==> src/rtl/dwc_pkg.sv <==
package dwc_pkg;
  localparam int BYTE_W = 8;
  localparam logic [3:0] ADDR_PREFIX = 4'b0101;
  localparam logic [BYTE_W-1:0] MIDSCALE = 8'h80;

  typedef enum logic [1:0] {
    ACK_NONE = 2'd0,
    ACK_ARM  = 2'd1,
    ACK_HOLD = 2'd2
  } ack_ph_t;

  function automatic logic addr_hit(input logic [6:0] addr, input logic [2:0] strap);
    return addr == {ADDR_PREFIX, strap};
  endfunction

  // bit 0 -> channel A, bit 1 -> channel B
  function automatic logic [1:0] cmd_route(input logic [BYTE_W-1:0] cmd);
    case (cmd)
      8'h11:   return 2'b01;
      8'h12:   return 2'b10;
      8'h13:   return 2'b11;
      default: return 2'b00;
    endcase
  endfunction
endpackage

==> src/rtl/dwc_line_filter.sv <==
module dwc_line_filter #(
  parameter int FILT_LEN = 8
) (
  input  logic clk,
  input  logic rst_n,
  input  logic raw,
  output logic clean
);
  localparam int CW = $clog2(FILT_LEN + 1);
  localparam logic [CW-1:0] CNT_LAST = CW'(FILT_LEN - 1);

  logic [1:0]    sync_q;
  logic [CW-1:0] cnt;
  logic          differs;

  assign differs = sync_q[1] != clean;

  always_ff @(posedge clk or negedge rst_n) begin
    if (!rst_n) begin
      sync_q <= 2'b11;
      cnt    <= '0;
      clean  <= 1'b1;
    end else begin
      sync_q <= {sync_q[0], raw};
      if (!differs) begin
        cnt <= '0;
      end else if (cnt == CNT_LAST) begin
        cnt   <= '0;
        clean <= sync_q[1];
      end else begin
        cnt <= cnt + 1'b1;
      end
    end
  end

  assert_filter_follow_R11: assert property (@(posedge clk) disable iff (!rst_n)
    !$stable(clean) |-> ($past(sync_q[1]) == clean));
endmodule

==> src/rtl/dwc_bus_events.sv <==
module dwc_bus_events (
  input  logic clk,
  input  logic rst_n,
  input  logic scl,
  input  logic sda,
  output logic start_ev,
  output logic stop_ev,
  output logic scl_rise,
  output logic scl_fall
);
  logic scl_q, sda_q;

  always_ff @(posedge clk or negedge rst_n) begin
    if (!rst_n) begin
      scl_q <= 1'b1;
      sda_q <= 1'b1;
    end else begin
      scl_q <= scl;
      sda_q <= sda;
    end
  end

  assign start_ev = scl_q & scl & sda_q & ~sda;
  assign stop_ev  = scl_q & scl & ~sda_q & sda;
  assign scl_rise = ~scl_q & scl;
  assign scl_fall = scl_q & ~scl;
endmodule

==> src/rtl/dual_wiper_i2c.sv <==
module dual_wiper_i2c
  import dwc_pkg::*;
#(
  parameter int FILT_LEN = 8
) (
  input  logic              clk,
  input  logic              rst_n,
  input  logic              scl_i,
  input  logic              sda_i,
  output logic              sda_pull_low,
  input  logic [2:0]        strap,
  output logic [BYTE_W-1:0] wiper_a,
  output logic [BYTE_W-1:0] wiper_b,
  output logic              upd_pulse
);
  localparam int BIT_CW = $clog2(BYTE_W);
  localparam logic [BIT_CW-1:0] LAST_BIT = BIT_CW'(BYTE_W - 1);

  logic scl_c, sda_c;
  logic start_ev, stop_ev, scl_rise, scl_fall;

  logic [1:0] raw_lines, clean_lines;
  assign raw_lines = {scl_i, sda_i};
  assign scl_c = clean_lines[1];
  assign sda_c = clean_lines[0];

  for (genvar g = 0; g < 2; g++) begin : g_filt
    dwc_line_filter #(.FILT_LEN(FILT_LEN)) u_filt (
      .clk(clk), .rst_n(rst_n), .raw(raw_lines[g]), .clean(clean_lines[g])
    );
  end

  dwc_bus_events u_ev (
    .clk(clk), .rst_n(rst_n), .scl(scl_c), .sda(sda_c),
    .start_ev(start_ev), .stop_ev(stop_ev), .scl_rise(scl_rise), .scl_fall(scl_fall)
  );

  logic              active, nop_q, ack_ok;
  logic [BIT_CW-1:0] bitcnt;
  logic [1:0]        byte_idx;
  logic [6:0]        shreg;
  logic [BYTE_W-1:0] cmd_q;
  ack_ph_t           ack_ph;

  logic [BYTE_W-1:0] byte_in;
  logic              bit_take, byte_done, wr_fire;
  logic [1:0]        route;

  assign byte_in   = {shreg, sda_c};
  assign bit_take  = active & ~start_ev & ~stop_ev & scl_rise & (ack_ph == ACK_NONE);
  assign byte_done = bit_take & (bitcnt == LAST_BIT);
  assign route     = cmd_route(cmd_q);
  assign wr_fire   = byte_done & (byte_idx == 2'd2) & ~nop_q;

  always_ff @(posedge clk or negedge rst_n) begin
    if (!rst_n) begin
      active       <= 1'b0;
      nop_q        <= 1'b0;
      ack_ok       <= 1'b0;
      bitcnt       <= '0;
      byte_idx     <= '0;
      shreg        <= '0;
      cmd_q        <= '0;
      ack_ph       <= ACK_NONE;
      sda_pull_low <= 1'b0;
      wiper_a      <= MIDSCALE;
      wiper_b      <= MIDSCALE;
      upd_pulse    <= 1'b0;
    end else begin
      upd_pulse <= 1'b0;
      if (start_ev) begin
        active       <= 1'b1;
        bitcnt       <= '0;
        byte_idx     <= '0;
        ack_ph       <= ACK_NONE;
        sda_pull_low <= 1'b0;
      end else if (stop_ev) begin
        active       <= 1'b0;
        ack_ph       <= ACK_NONE;
        sda_pull_low <= 1'b0;
      end else if (active) begin
        if (scl_fall && ack_ph == ACK_ARM) begin
          ack_ph       <= ACK_HOLD;
          sda_pull_low <= ack_ok;
        end else if (scl_fall && ack_ph == ACK_HOLD) begin
          ack_ph       <= ACK_NONE;
          sda_pull_low <= 1'b0;
          bitcnt       <= '0;
          if (byte_idx != 2'd2) byte_idx <= byte_idx + 1'b1;
          if (!ack_ok) active <= 1'b0;
        end else if (bit_take) begin
          shreg  <= byte_in[6:0];
          bitcnt <= bitcnt + 1'b1;
          if (byte_done) begin
            ack_ph <= ACK_ARM;
            ack_ok <= 1'b1;
            if (byte_idx == 2'd0) begin
              ack_ok <= addr_hit(byte_in[7:1], strap);
              nop_q  <= byte_in[0];
            end else if (byte_idx == 2'd1) begin
              cmd_q <= byte_in;
            end
          end
        end
      end
      if (wr_fire) begin
        if (route[0]) wiper_a <= byte_in;
        if (route[1]) wiper_b <= byte_in;
        upd_pulse <= |route;
      end
    end
  end

  assert_wiper_a_strobe_R12: assert property (@(posedge clk) disable iff (!rst_n)
    !$stable(wiper_a) |-> upd_pulse);
  assert_wiper_b_strobe_R12: assert property (@(posedge clk) disable iff (!rst_n)
    !$stable(wiper_b) |-> upd_pulse);
  assert_pulse_single_R12: assert property (@(posedge clk) disable iff (!rst_n)
    upd_pulse |=> !upd_pulse);
  assert_nop_quiet_R3: assert property (@(posedge clk) disable iff (!rst_n)
    upd_pulse |-> !nop_q);
  assert_ack_window_R8: assert property (@(posedge clk) disable iff (!rst_n)
    sda_pull_low |-> (ack_ph == ACK_HOLD));
  assert_restart_clears_R10: assert property (@(posedge clk) disable iff (!rst_n)
    start_ev |=> (bitcnt == '0 && byte_idx == 2'd0 && !sda_pull_low));
endmodule

==> config.mk <==
export PLATFORM = sky130hd
export DESIGN_NAME = dual_wiper_i2c
export DESIGN_NICKNAME = d
export VERILOG_FILES = /design/src/rtl/dwc_pkg.sv /design/src/rtl/dwc_line_filter.sv /design/src/rtl/dwc_bus_events.sv /design/src/rtl/dual_wiper_i2c.sv
export SDC_FILE = /design/constraint.sdc
export NUM_CORES = 1
export LEC_CHECK = 0
export ABC_AREA = 1
export CAP_MARGIN = 40
export CORE_MARGIN = 2
export CORE_UTILIZATION = 61
export CTS_CLUSTER_SIZE = 8
export DETAILED_ROUTE_END_ITERATION = 8
export PLACE_DENSITY = 0.89
export SLEW_MARGIN = 20
export SYNTH_ARGS = -nofsm -noshare
export SYNTH_HDL_FRONTEND = slang
export SYNTH_SLANG_ARGS = --single-unit
==> constraint.sdc <==
create_clock -name clk -period 4.2 [get_ports clk]
set_input_delay 0.84 -clock clk [delete_from_list [all_inputs] [get_ports clk]]
set_output_delay 0.84 -clock clk [all_outputs]
set_load 0.02 [all_outputs]
== Yosys cells after proc, flatten, opt, wreduce, memory -nomap -nowiden ==
Index checks and enable logic that the tools add are counted.
W data, S select, Z words.

* Register bits: 59
* Input port bits: 7
* Output and inout bits: 18
* Logic and storage cells: 126

* Add/sub/neg operators: 4
* Eq/ne operators: 16
* Multiplexer cells: 37
* Bitwise logic cells: 24
* Reduce and logical (&&, ||, !) cells: 25

{| class="wikitable"
|+ Operators by type and width
! operator !! count
|-
| $mux W2 || 13
|-
| $eq A8 B5 Y1 const B || 3
|-
| $mux W3 || 6
|-
| $mux W4 || 4
|-
| $and A1 B1 Y1 || 14
|-
| $mux W1 || 13
|-
| $not A1 Y1 || 10
|-
| $reduce_and A2 Y1 || 5
|-
| $reduce_bool A5 Y1 || 2
|-
| $reduce_and A9 Y1 || 1
|-
| $add A4 B1 Y4 const B || 2
|-
| $eq A4 B3 Y1 const B || 2
|-
| $reduce_and A8 Y1 || 1
|-
| $eq A7 B6 Y1 || 1
|-
| $reduce_and A7 Y1 || 1
|-
| $ne A2 B2 Y1 const B || 3
|-
| $pmux W2 S3 || 1
|-
| $reduce_and A6 Y1 || 1
|-
| $reduce_bool A2 Y1 || 3
|-
| $reduce_bool A3 Y1 || 2
|-
| $reduce_and A5 Y1 || 1
|-
| $eq A2 B1 Y1 const B || 2
|-
| $eq A2 B2 Y1 const B || 2
|-
| $logic_not A2 Y1 || 2
|-
| 9 further kinds || 11
|}

== Depth between registers and ports, before layout ==
* Word-level depth: 16
* Depth in mapped cells: 9
* Gate-level depth less buffers: 9

== By module ==
Synthesis repeated with hierarchy kept, for this count alone.

* Cell total of the unflattened synthesis: 302
* Area total of the unflattened synthesis: 2698.8 sq um

{| class="wikitable"
|+ By module, submodules not included
! module !! instances !! cells each !! area an instance (sq um) !! seq. area each (sq um)
|-
| dual_wiper_i2c || 1 || 231 || 2037.0 || 1078.5
|-
| dwc_line_filter || 2 || 29 || 284.0 || 178.9
|-
| dwc_bus_events || 1 || 13 || 93.8 || 52.6
|}

== Worst setup path before layout ==
Ideal clock, no wire load.

* Path kind: register to register
* From: reg g_filt[1].u_filt.clean
* To: reg cmd_q[0]
* Library setup time: 0.117 ns
* Arrival: 1.331 ns
* Required time: 4.083 ns
* Setup slack: 2.752 ns
* Cell stages (with the launch flop): 8
* Path buffers: 0
* Clock period less this slack: 1.448 ns
* Cells stage by stage: dfstp_2 > inv_2 > nor2_4 > nand3_4 > nor3_4 > nand2_4 > nand2_1 > nand2_1

* Longest elaborated chain between the ends: 10
* Elaborated cells between the ends (all ways): 20
* Those cells by class: bitwise (17); reduce/logical (3)

{| class="wikitable"
|+ RTL lines
! what !! line !! text
|-
| from (decl) || dwc_line_filter.sv:7 || <nowiki>output logic clean</nowiki>
|-
| from (signal assigned) || dwc_line_filter.sv:29 || <nowiki>clean <= sync_q[1];</nowiki>
|-
| $and A1 B1 Y1 || dwc_bus_events.sv:23, dwc_bus_events.sv:24 ||
|-
| $and A1 B1 Y1 (2 in series) || dwc_bus_events.sv:23 || <nowiki>assign start_ev = scl_q & scl & sda_q & ~sda;</nowiki>
|-
| $not A1 Y1 (no source line) || n/a ||
|-
| $and A1 B1 Y1 (4 in series) || dual_wiper_i2c.sv:50 || <nowiki>assign bit_take = active & ~start_ev & ~stop_ev & scl_rise & (ack_ph == ACK_NONE);</nowiki>
|-
| $and A1 B1 Y1 || dual_wiper_i2c.sv:51 || <nowiki>assign byte_done = bit_take & (bitcnt == LAST_BIT);</nowiki>
|-
| $reduce_and A9 Y1 (no source line) * || n/a ||
|-
| to (signal assigned) || dual_wiper_i2c.sv:101 || <nowiki>cmd_q <= byte_in;</nowiki>
|-
| to (decl) || dual_wiper_i2c.sv:42 || <nowiki>logic [BYTE_W-1:0] cmd_q;</nowiki>
|}

Mark *: on every way between the ends. The rest lies on a longest branch, timed or not.
A chain may end at the register's enable or synchronous reset.

== Worst setup path in the final report ==
* From: reg wiper_a[7]
* To: out wiper_a[7]

{| class="wikitable"
|+ RTL lines
! what !! line !! text
|-
| from (decl) || dual_wiper_i2c.sv:12 || <nowiki>output logic [BYTE_W-1:0] wiper_a,</nowiki>
|-
| from (signal assigned) || dual_wiper_i2c.sv:107 || <nowiki>if (route[0]) wiper_a <= byte_in;</nowiki>
|}

No word-level cell between the ends.

==> metrics.txt <==
Die ar. 4840 um^2; Seq/Total Area, Yosys 56.8%; DIE WIDTH 69.6 um; total grt overflow 0; H-tree levels 3; Clock Skews 7.14 ps; CP peak stage delay 600 ps; Critical Path Sink Type output port; Slew Viols, Final 0; worst r2r src g_filt[1].u_filt.clean; minimum clock period 2310 ps; post-synthesis simple-gate area fraction 30.4%; CTS Root Cell clkbuf_8; NumNets Final 338; PortBufs 24; Total GRT Usage 24.3%; synth unique cells 23; maximum number of pins on one net before global-route repair 44; Post-Synthesis Cell Area 2620 um^2; largest family of logic cells by synthesized area simple AND/OR/NAND/NOR gates; CP startpoint wiper_a[7]; site row count 23; #FFs+latches synth 59; CP Max Fanout 2; WP buf/inv 1; Yosys warning count 0; Via Count 1974; total power 1240 uW; Synth Area in XOR/XNOR 2.34%; syn avg cell area 9.07 um^2; clock-pin slew of the registers on the worst-case setup and hold paths 70 ps; DPL Wire Length 3.67 mm; GPL Wtd Cong 0.842; Final Setup Violations 0; Synth area leader dfrtp_1; multi-input logic area 1040 um^2; Routed WL 5.26 mm; Hold Crit Class reg -> reg; total negative slack 0 ps; setup bufs post-CTS 0; Residual DRC 0; Max Freq 433 MHz; outcome completed; EDFF count, synth 0; Pleak 0.00154 uW; mux share of post-synthesis cell area 0%; vias in the first global route 2056; CP top delay family buffers and inverters; Iteration-0 DRC Markers 168; n_diodes 0; layout cells sized above 1 12.5%; Synth Area in Compound Gates 3.63%; RSZ-0062 raised after global routing no; First-pass DRT Iterations 4; worst slew pin tran 535 ps; ys flop type dfrtp_1; final-report hold violation count 0; first-pass GRT wire length 9.03 mm; Mapped Nets 303; final worst-path cycle share 54.9%; Max Cap Viol 0; Critical-path top delay cell clkdlybuf4s50_1; Detail Route Antenna Nets 0; post-DR wirelength/cell 13.9 um; Starting Density 64.6%; Critical Path RT 3360 ps; routed vias/inst 5.21; Synth top area share 46.8%; pwr/cell area 402 nW/um^2; post-cts hold buffer count 0; CP Data Arrival Time 1470 ps; maximum vdd drop 0.000364 V; Fill cells 270; Top Ports 25; initial antenna violation count 0; Async S/R FF share, synth 100%; worst path cell trace clkdlybuf4s50_1; Clock Path Buffers 2; Post-Synth Adder-Cell Area 3.34%; Mapped Cells 289; # resized after CTS 0; Slew headroom 64.3%; Worst Setup Start Kind register; Sink Count 59; Worst-Skew Late Latency 340 ps; min-delay src g_filt[1].u_filt.sync_q[0]; Core Region 4060 um^2; TritonCTS clock tree done; synthesis-to-layout area growth 17.6%; Storage cell area 1490 um^2; CP Class reg -> out; synth top area cells dfrtp_1 (47%), nand2_1 (16%), dfstp_2 (10%); die height 69.6 um; number of CTS-inserted buffers 9
## power breakdown
part	leakage, uW	switching, uW	internal [uW]
combinational	0.000680	85.1	51.9
clock	0.0000791	216	211
sequential	0.000779	52.0	625
## worst paths after layout
path	end	depth (start not counted)	slack [ps]
max in group asynchronous	g_filt[0].u_filt.sync_q[1]	2	2910
min reg2reg	g_filt[1].u_filt.sync_q[1]	0	350
min in group asynchronous	sda_pull_low	1	410
min	g_filt[1].u_filt.sync_q[1]	0	350
max	wiper_a[7]	1	1890
max reg2reg	cmd_q[0]	7	2450
## Yosys cell counts, types with 2 or more instances
cell,number
nor2_4,4
nor2_1,27
o21a_1,2
nor2_2,2
nand3b_1,3
nand4_1,4
o21ai_0,12
dfrtp_1,49
nand3_4,2
dfstp_2,10
xor2_1,3
ha_1,7
nand2_2,2
a21oi_1,4
inv_2,2
xnor2_1,4
inv_1,21
nand2_1,112
nand3_1,15
## cell usage in the layout (no fill, tap or decap), types with 4 or more instances in the layout
| cell type | count |
|---|---|
| ha_1 | 7 |
| clkdlybuf4s50_1 | 23 |
| dfrtp_1 | 49 |
| nand2_1 | 112 |
| dfstp_2 | 10 |
| nor2_1 | 27 |
| nor2_4 | 4 |
| xnor2_1 | 4 |
| nand3_1 | 15 |
| o21ai_0 | 12 |
| clkbuf_8 | 9 |
| inv_1 | 21 |
| nand4_1 | 4 |
| a21oi_1 | 4 |
## per-stage QoR
stage | setup slack (ps) | hold slack, ps | cells | area [um^2] | utilization, %
3_3_place_gp | 2260 | 346 | 363 | 2920 | 72.0
3_5_place_dp | 2250 | 347 | 363 | 2920 | 72.0
5_1_grt | 1870 | 367 | 379 | 3080 | 76.0
6_report | 1890 | 353 | 379 | 3080 | 76.0
4_1_cts | 1890 | 356 | 379 | 3080 | 76.0
2_1_floorplan | 2750 | 345 | 289 | 2620 | -
## kinds of logic (layout without fill, tap and decap cells)
logic type	after synthesis	count (layout)
AOI/OAI and AO/OA	18	18
xor gates and xnor gates	7	7
and+or+nand+nor	174	174
adders and majority gates	7	7
buffers and inverters	24	64
DFF	59	59
## per-layer routing
layer / vias to the layer above / share of wire [%] / GRT usage [%]
li1: 983 / - / -
met1: 942 / 45 / 30.7
met2: 39 / 49 / 39.9
met3: 10 / 3.0 / 4.36
met4: 0 / 2.3 / 13.1
met5: - / 0 / 0
## registers in the layout (all words and copies together) (netlist names)
register,flops
nop_q,1
g_filt.u_filt.cnt,8
wiper_a,8
upd_pulse,1
byte_idx,2
cmd_q,8
g_filt.u_filt.clean,2
g_filt.u_filt.sync_q,4
u_ev.scl_q,1
ack_ph,2
active,1
wiper_b,8
bitcnt,3
sda_pull_low,1
shreg,7
ack_ok,1
u_ev.sda_q,1
## area by class of cell
cell class | instances | area share [%]
multi-input combinational | 206 | 33.8
clock buffer | 11 | 4.26
inverter | 23 | 2.80
sequential | 59 | 48.3
clock inverter | 5 | 0.974
timing repair buffer | 25 | 7.87
tap | 50 | 2.03
Power figures use the tool's default switching activity.
